**config.mk**
```make
export PLATFORM = sky130hd
export DESIGN_NAME = merge_fifo
export DESIGN_NICKNAME = d
export VERILOG_FILES = /design/src/rtl/merge_fifo_pkg.sv /design/src/rtl/merge_fifo_sel.sv /design/src/rtl/merge_fifo_ctrl.sv /design/src/rtl/merge_fifo_store.sv /design/src/rtl/merge_fifo.sv
export SDC_FILE = /design/constraint.sdc
export NUM_CORES = 1
export LEC_CHECK = 0
export BUFFER_PORTS_ARGS = -buffer_cell sky130_fd_sc_hd__buf_2
export CAP_MARGIN = 20
export CORE_ASPECT_RATIO = 0.7
export CORE_MARGIN = 5
export CORE_UTILIZATION = 35
export CTS_CLUSTER_SIZE = 24
export DETAILED_ROUTE_END_ITERATION = 12
export PLACE_DENSITY = 0.58
export SLEW_MARGIN = 20
export SYNTH_ARGS = -nofsm -noshare
export SYNTH_HDL_FRONTEND = slang
export SYNTH_SLANG_ARGS = --single-unit
```
**constraint.sdc**
```tcl
create_clock -name clk_i -period 2.25 [get_ports clk_i]
set_input_delay 0.225 -clock clk_i [delete_from_list [all_inputs] [get_ports clk_i]]
set_output_delay 0.225 -clock clk_i [all_outputs]
set_load 0.02 [all_outputs]
```
**src/rtl/merge_fifo_pkg.sv**
```systemverilog
package merge_fifo_pkg;
  typedef enum logic [1:0] {
    SRC_NONE = 2'd0,
    SRC_A    = 2'd1,
    SRC_B    = 2'd2
  } src_e;
endpackage

```
**src/rtl/merge_fifo_sel.sv**
```systemverilog
module merge_fifo_sel
  import merge_fifo_pkg::*;
#(
  parameter int DATA_W = 8
) (
  input  logic              clk_i,
  input  logic              rst_ni,
  input  logic              a_vld_i,
  input  logic [DATA_W-1:0] a_data_i,
  input  logic              b_vld_i,
  input  logic [DATA_W-1:0] b_data_i,
  output logic              wr_req_o,
  output logic [DATA_W-1:0] wr_data_o,
  output logic              collision_o
);
  src_e src;
  logic coll_q;

  // source A has priority on a clash
  always_comb begin
    if (a_vld_i)      src = SRC_A;
    else if (b_vld_i) src = SRC_B;
    else              src = SRC_NONE;
  end

  always_comb begin
    unique case (src)
      SRC_A:   wr_data_o = a_data_i;
      SRC_B:   wr_data_o = b_data_i;
      default: wr_data_o = '0;
    endcase
  end

  assign wr_req_o = (src != SRC_NONE);

  always_ff @(posedge clk_i or negedge rst_ni) begin
    if (!rst_ni)                  coll_q <= 1'b0;
    else if (a_vld_i && b_vld_i)  coll_q <= 1'b1;
  end

  assign collision_o = coll_q;

  AST_COLL_SET: assert property (@(posedge clk_i) disable iff (!rst_ni)
    (a_vld_i && b_vld_i) |=> collision_o);
  AST_COLL_STICKY: assert property (@(posedge clk_i) disable iff (!rst_ni)
    collision_o |=> collision_o);
endmodule

```
**src/rtl/merge_fifo_ctrl.sv**
```systemverilog
module merge_fifo_ctrl #(
  parameter int DEPTH = 8,
  localparam int PTR_W = $clog2(DEPTH),
  localparam int CNT_W = PTR_W + 1
) (
  input  logic             clk_i,
  input  logic             rst_ni,
  input  logic             wr_req_i,
  input  logic             rd_req_i,
  output logic             wr_en_o,
  output logic [PTR_W-1:0] wr_ptr_o,
  output logic [PTR_W-1:0] rd_ptr_o,
  output logic             full_o,
  output logic             empty_o,
  output logic             overflow_o
);
  localparam logic [CNT_W-1:0] CNT_MAX = CNT_W'(DEPTH);
  localparam logic [PTR_W-1:0] PTR_LAST = PTR_W'(DEPTH - 1);

  logic [PTR_W-1:0] wr_ptr_q, rd_ptr_q;
  logic [CNT_W-1:0] cnt_q;
  logic             ovf_q;
  logic             rd_en;

  assign full_o  = (cnt_q == CNT_MAX);
  assign empty_o = (cnt_q == '0);
  assign wr_en_o = wr_req_i && !full_o;
  assign rd_en   = rd_req_i && !empty_o;

  always_ff @(posedge clk_i or negedge rst_ni) begin
    if (!rst_ni) begin
      wr_ptr_q <= '0;
      rd_ptr_q <= '0;
      cnt_q    <= '0;
      ovf_q    <= 1'b0;
    end else begin
      if (wr_en_o) wr_ptr_q <= (wr_ptr_q == PTR_LAST) ? '0 : wr_ptr_q + 1'b1;
      if (rd_en)   rd_ptr_q <= (rd_ptr_q == PTR_LAST) ? '0 : rd_ptr_q + 1'b1;
      if (wr_en_o && !rd_en)      cnt_q <= cnt_q + 1'b1;
      else if (rd_en && !wr_en_o) cnt_q <= cnt_q - 1'b1;
      if (wr_req_i && full_o) ovf_q <= 1'b1;
    end
  end

  assign wr_ptr_o   = wr_ptr_q;
  assign rd_ptr_o   = rd_ptr_q;
  assign overflow_o = ovf_q;

  AST_NO_OVERFLOW: assert property (@(posedge clk_i) disable iff (!rst_ni)
    cnt_q <= CNT_MAX);
  AST_FULL_EMPTY_EXCL: assert property (@(posedge clk_i) disable iff (!rst_ni)
    !(full_o && empty_o));
  AST_FULL_DROP: assert property (@(posedge clk_i) disable iff (!rst_ni)
    (full_o && wr_req_i) |=> (overflow_o && $stable(wr_ptr_q)));
  AST_OVF_STICKY: assert property (@(posedge clk_i) disable iff (!rst_ni)
    overflow_o |=> overflow_o);
  AST_EMPTY_HOLD: assert property (@(posedge clk_i) disable iff (!rst_ni)
    (empty_o && !wr_req_i) |=> (empty_o && $stable(rd_ptr_q)));
  AST_RW_BALANCE: assert property (@(posedge clk_i) disable iff (!rst_ni)
    (wr_req_i && rd_req_i && !full_o && !empty_o) |=> $stable(cnt_q));
endmodule

```
**src/rtl/merge_fifo_store.sv**
```systemverilog
module merge_fifo_store #(
  parameter int DATA_W = 8,
  parameter int DEPTH  = 8,
  localparam int PTR_W = $clog2(DEPTH)
) (
  input  logic              clk_i,
  input  logic              wr_en_i,
  input  logic [PTR_W-1:0]  wr_ptr_i,
  input  logic [DATA_W-1:0] wr_data_i,
  input  logic [PTR_W-1:0]  rd_ptr_i,
  output logic [DATA_W-1:0] rd_data_o
);
  logic [DATA_W-1:0] slot_q [DEPTH];

  for (genvar g = 0; g < DEPTH; g++) begin : g_slot
    always_ff @(posedge clk_i) begin
      if (wr_en_i && (wr_ptr_i == PTR_W'(g))) slot_q[g] <= wr_data_i;
    end
  end

  assign rd_data_o = slot_q[rd_ptr_i];
endmodule

```
**src/rtl/merge_fifo.sv**
```systemverilog
module merge_fifo #(
  parameter int DATA_W = 8,
  parameter int DEPTH  = 8
) (
  input  logic              clk_i,
  input  logic              rst_ni,
  input  logic              a_vld_i,
  input  logic [DATA_W-1:0] a_data_i,
  input  logic              b_vld_i,
  input  logic [DATA_W-1:0] b_data_i,
  output logic              out_vld_o,
  output logic [DATA_W-1:0] out_data_o,
  input  logic              out_rdy_i,
  output logic              full_o,
  output logic              empty_o,
  output logic              overflow_o,
  output logic              collision_o
);
  localparam int PTR_W = $clog2(DEPTH);

  logic              wr_req, wr_en;
  logic [DATA_W-1:0] wr_data;
  logic [PTR_W-1:0]  wr_ptr, rd_ptr;

  merge_fifo_sel #(.DATA_W(DATA_W)) i_sel (
    .clk_i       (clk_i),
    .rst_ni      (rst_ni),
    .a_vld_i     (a_vld_i),
    .a_data_i    (a_data_i),
    .b_vld_i     (b_vld_i),
    .b_data_i    (b_data_i),
    .wr_req_o    (wr_req),
    .wr_data_o   (wr_data),
    .collision_o (collision_o)
  );

  merge_fifo_ctrl #(.DEPTH(DEPTH)) i_ctrl (
    .clk_i      (clk_i),
    .rst_ni     (rst_ni),
    .wr_req_i   (wr_req),
    .rd_req_i   (out_rdy_i),
    .wr_en_o    (wr_en),
    .wr_ptr_o   (wr_ptr),
    .rd_ptr_o   (rd_ptr),
    .full_o     (full_o),
    .empty_o    (empty_o),
    .overflow_o (overflow_o)
  );

  merge_fifo_store #(.DATA_W(DATA_W), .DEPTH(DEPTH)) i_store (
    .clk_i     (clk_i),
    .wr_en_i   (wr_en),
    .wr_ptr_i  (wr_ptr),
    .wr_data_i (wr_data),
    .rd_ptr_i  (rd_ptr),
    .rd_data_o (out_data_o)
  );

  assign out_vld_o = !empty_o;

  AST_VLD_MATCH: assert property (@(posedge clk_i) disable iff (!rst_ni)
    out_vld_o != empty_o);
  AST_FIRST_WORD: assert property (@(posedge clk_i) disable iff (!rst_ni)
    (empty_o && (a_vld_i || b_vld_i)) |=> out_vld_o);
endmodule

```
Word-level counts from Yosys, hierarchy flattened

Memory sizes are Yosys's and may differ from the RTL's.
Cells that the tools add are included.

Equality and inequality tests: 11
Reduce and logical (&&, ||, !) cells: 29
Mux-type cells: 44
Add/sub/neg operators: 4

Operators with widths:

| kind                | count |
|---|---|
| $mux 8              | 7 |
| $reduce_or 8->1     | 7 |
| $mux 3              | 9 |
| $mux 1              | 23 |
| $pmux 8 s2          | 1 |
| $eq 3x3->1 const B  | 5 |
| $logic_and 1x1->1   | 14 |
| $mux 4              | 2 |
| $add 3x1->3 const B | 2 |
| $eq 3x2->1 const B  | 2 |
| $add 4x1->4 const B | 1 |
| $eq 4x4->1 const B  | 1 |
| $logic_not 1->1     | 4 |
| $logic_not 4->1     | 1 |
| $mux 2              | 2 |
| $reduce_bool 2->1   | 2 |
| $sub 4x1->4 const B | 1 |
| $eq 3x1->1 const B  | 1 |
| $logic_not 3->1     | 1 |
| $eq 2x1->1 const B  | 1 |
| $eq 2x2->1 const B  | 1 |

Memories kept: 1
Logic and storage cells: 94
Output and inout port bits: 13
Bits in writable memories: 64
Register bits after elaboration: 12

Memory list:

| name           | words | bits a word | read ports | clocked after memory_dff | write ports | line                   | source |
|---|---|---|---|---|---|---|---|
| i_store.slot_q | 8     | 8           | 1          | 0                        | 1           | merge_fifo_store.sv:13 | `logic [DATA_W-1:0] slot_q [DEPTH];` |

Longest topological paths before layout

Depth after elaboration: 15
Mapped depth: 9

Cells and area by module

A second synthesis with hierarchy kept.

Cells, all modules: 176
Area total of the unflattened synthesis: 3352.0 um2

By module, submodules not included:

| module           | instances | area each (um2) | cells an instance | sequential area each (um2) |
|---|---|---|---|---|
| merge_fifo_store | 1         | 2531.2          | 106               | 1921.8 |
| merge_fifo_ctrl  | 1         | 670.6           | 53                | 275.3 |
| merge_fifo_sel   | 1         | 146.4           | 16                | 25.0 |
| merge_fifo       | 1         | 3.8             | 1                 | 0.0 |

Worst setup path before layout

No wires, ideal clock.

Path kind: register -> register
Start: register i_ctrl.cnt_q[0]
End: register i_ctrl.cnt_q[3]
Period minus slack after synthesis: 2.681 ns
Setup slack: -0.431 ns
Data arrival time: 2.550 ns
Required time: 2.119 ns
Stages on the path, launching flop included: 10
Library setup time: 0.131 ns
Buffers on the path: 1
Cell sequence: dfrtp_1 > nor4b_4 > nor2_1 > buf_2 > ha_1 > inv_1 > ha_1 > or4_1 > o211ai_1 > o211ai_1

Longest elaborated chain between the ends: 6

Ends and longest elaborated chain:

| item                               | line                  | source |
|---|---|---|
| start, declared                    | merge_fifo_ctrl.sv:21 | `logic [CNT_W-1:0] cnt_q;` |
| start signal, assigned             | merge_fifo_ctrl.sv:39 | `if (wr_en_o && !rd_en) cnt_q <= cnt_q + 1'b1;` |
| start signal, assigned             | merge_fifo_ctrl.sv:40 | `else if (rd_en && !wr_en_o) cnt_q <= cnt_q - 1'b1;` |
| $eq 4x4->1 *                       | merge_fifo_ctrl.sv:25 | `assign full_o = (cnt_q == CNT_MAX);` |
| via full_o                         | merge_fifo.sv:14      | `output logic full_o,` |
| $logic_not 1->1 *                  | merge_fifo_ctrl.sv:27 | `assign wr_en_o = wr_req_i && !full_o;` |
| $logic_and 1x1->1 *                | merge_fifo_ctrl.sv:27 |  |
| via i_ctrl.wr_en_o                 | merge_fifo_ctrl.sv:10 | `output logic wr_en_o,` |
| $logic_not 1->1                    | merge_fifo_ctrl.sv:40 |  |
| $logic_and 1x1->1                  | merge_fifo_ctrl.sv:40 |  |
| $reduce_bool 2->1 (no source line) | n/a                   |  |

The timed path passes the listed nets; every way through them passes the cells marked *. The select of a mux whose other input is x is not followed.
A chain may end at the register's enable or synchronous reset.

Final worst setup path

Start: register i_ctrl.cnt_q[1]
End: register i_ctrl.cnt_q[3]

Longest elaborated chain between the ends: 6

Ends and longest elaborated chain:

| item |
|---|
| parallel branches: the longest is 6 deep, another holds $sub 4x1->4 |

Parallel ways; which one is timed is not known. The select of a mux whose other input is x is not followed.

==> flow_summary.ini <==
[status]
outcome = finished clean

[route]
drtPass1Iterations = 4
drt-total-wl_um = 6160
vias_per_cell = 4.73
wl_per_cell_um = 16.8
num_vias = 1737
drc = 0
ant_nets = 0
drt_iter0_markers = 113

[synth]
syn_nets = 216
yosys.area_share.simple_pct = 5.46
synth_top_family_by_area = multiplexers
ys_seq_area_share_pct = 65.6
muxShareOfSynthArea_pct = 16.9
synth.distinct_cells = 36
synth-adder-area-share_pct = 4.65
synth-async-reset-ratio_pct = 15.8
ys.warnings.count = 0
yosysTopAreaCell = edfxtp_1
synth-compound-area-share_pct = 4.65
ys_seq_elements = 76
synth.area.top_cells = edfxtp_1, dfrtp_1, mux4_1
synth_edf_count = 64
synth_xor_area_share_pct = 0.517
synth_top_area_share_pct = 56.7
syn_inst = 183
avgSynthCellArea_um2 = 18.5
synth-main-ff-cell = edfxtp_1
syn_area_um2 = 3390

[cts]
cts_made_buffers = 9
cts_root_buf = clkbuf_16
insertion_delay_ns = 0.33
htreeDepth = 3
cts_num_sinks = 76
cts_tree = built
clockBufferDepth = 2
clk_pin_slew_worst_paths_ns = 0.07

[floorplanning]
start_util_pct = 35.4
ios = 34
rows = 30
core_um2 = 9570
die_w_um = 128
die-area_um2 = 11800
chipHeight_um = 92.3

[setup_path]
path_buf_inv = 1
cpMaxStageDelayCell = or4_4
rr_worst_depth = 7
startpoint_type = flip-flop
crit_chain = o41ai_4 > ha_4 > inv_4 > ha_4 > or4_4 > o211ai_1 > o211ai_1
crit_family = compound AO/OA/AOI/OAI gates
cp.arrival_ns = 2.40
worstPathMaxFanout = 5
cp-end-kind = flip-flop
r2r_start = i_ctrl.cnt_q[1]
r2r_setup_slack_ns = 0.07
r2r-end = i_ctrl.cnt_q[3]
slowest_delay_ns = 0.48
crit_type = reg2reg
cp_data_required_time_ns = 2.47

[global_routing]
antenna_found_initial = 0
grt_max_degree = 20
gr-usage-all-layers_pct = 11.2
grt_pass1_wl_um = 9890
grt_pass1_vias = 1867
grt-ovfl-total = 0

[sta]
tightest_slew_ns = 0.848
maxSlewHeadroom_pct = 42.9
slew_viol_final = 0
fin_crit_sh_pct = 97.0
finalSetupTns_ns = 0
fmax_mhz = 458
setup_viol = 0
period_needed_ns = 2.18
hold_violations = 0
setup_slack_ns = 0.0667
fin_skew_ns = 0.00802
rsz0062_at_grt = true

[cells_and_area]
fillers = 856
diodes = 0
final_area_um2 = 4120
nNetsFinal = 267
syn2layout_area_growth_pct = 21.4
drive_above_1_share_pct = 39.3
finalNonFillerCells = 367

[pwr]
p_per_area_nw_per_um2 = 1360
total_power_mw = 5.61
leakage_nw = 1.57
peakVddDrop_mv = 0.426

[placement]
hpwl_um = 4240
dp_cells = 346
place_congestion = 0.746
placed_cell_area_um2 = 3780
port_buffers = 33
place_ws_ns = 0.00727

[min_path]
hold_depth = 2
hp-start = b_vld_i
hp-class = in2reg
min_to = i_sel.collision_o

[job]
max_cap_viol_count = 0
==> per-layer routing <==
metal	global-route usage, %	vias up	part of all wire, %
li1	-	842	-
met1	13.4	868	43
met2	19.3	23	52
met3	4.03	4	3.7
met4	3.18	0	0.60
met5	0	-	0
==> how the worst max path moves through the flow <==
stage,startpoint,to,slack [ns],cells after the start
after floorplan,i_ctrl.cnt_q[2],i_ctrl.cnt_q[3],-0.18,9
after global placement,i_ctrl.cnt_q[0],i_ctrl.cnt_q[3],0.1,7
after detailed placement,i_ctrl.cnt_q[0],i_ctrl.cnt_q[3],0.007,7
after CTS,i_ctrl.cnt_q[0],i_ctrl.cnt_q[3],0.0008,7
after global routing,i_ctrl.cnt_q[1],i_ctrl.cnt_q[3],-0.02,7
final,i_ctrl.cnt_q[1],i_ctrl.cnt_q[3],0.07,7
==> per-stage QoR <==
stage               utilization (%)  hold WS, ns
finish                         43.0        0.173
global route                   43.0        0.192
CTS                            42.6        0.164
detailed placement             39.5        0.135
global placement               39.5        0.132
floorplan                         -      -0.0706
==> power breakdown <==
part	internal [mW]	leakage, nW	switching (mW)
combinational	1.07	0.703	1.03
sequential	1.93	0.725	0.209
clock	0.773	0.140	0.600
total	3.77	1.57	1.84
==> flip-flops by register name, indices dropped and copies added, names as in the netlist <==
register,flops
i_ctrl.overflow_o,1
i_store.slot_q,64
i_ctrl.rd_ptr_o,3
i_ctrl.wr_ptr_o,3
i_sel.collision_o,1
i_ctrl.cnt_q,4
==> layout by cell type (no fill, tap or decap), types with 2 or more instances in the layout <==
cell type  instances
edfxtp_1          64
buf_2             33
buf_4             13
ha_1               9
clkbuf_16          9
mux4_1             8
mux4_2             8
mux2_4             8
dfrtp_1            8
nand2_1            7
a22o_1             6
and3_1             6
o21ai_0            5
inv_1              4
dfrtp_2            4
nand2b_1           3
mux2i_1            3
mux2_2             3
nor2_1             2
and2_1             2
nor3_1             2
xnor2_1            2
a21oi_1            2
o211ai_1           2
nand3_1            2
ha_4               2
inv_8              2
clkinv_4           2
inv_6              2
==> cells by family (layout without fill, tap and decap cells) <==
family / after synthesis / after routing
flops: 76 / 76
fa+ha+maj: 12 / 12
compound gates: 19 / 19
buf+inv: 13 / 69
simple gates: 31 / 31
mux: 30 / 30
xor+xnor: 2 / 2
==> synth_stat cells (all sizes together), types with 2 or more instances <==
library cell and number:
a21oi 2, a21o 2, xnor2 2, ha 11
inv 5, mux2 11, dfrtp 12, o211ai 2
nor2 3, nand3 2, nor3 2, buf 5
nand2 7, mux2i 3, and2 2, edfxtp 64
nand2b 3, or4 2, mux4 16, a22o 6
clkbuf 3, o21ai 5, and3 6
==> final cells by class <==
class	count	area (um2)	area share [%]
clock buffers	9	225	5.47
clock inverters	7	65.1	1.58
inverters	5	21.3	0.517
multi-input cells	94	1120	27.3
flip-flops and latches	76	2230	54.1
well taps	128	160	3.89
repair buffers	48	293	7.11
==> repair_timing <==
item | CTS | global route
hold buffers | 1 | 0
hold endpoints to repair | 12 | 0
endpoints found under the setup margin | 0 | 1
gates resized for setup | 0 | 3
buffers inserted | 0 | 4
(Power assumes the default switching activity.)
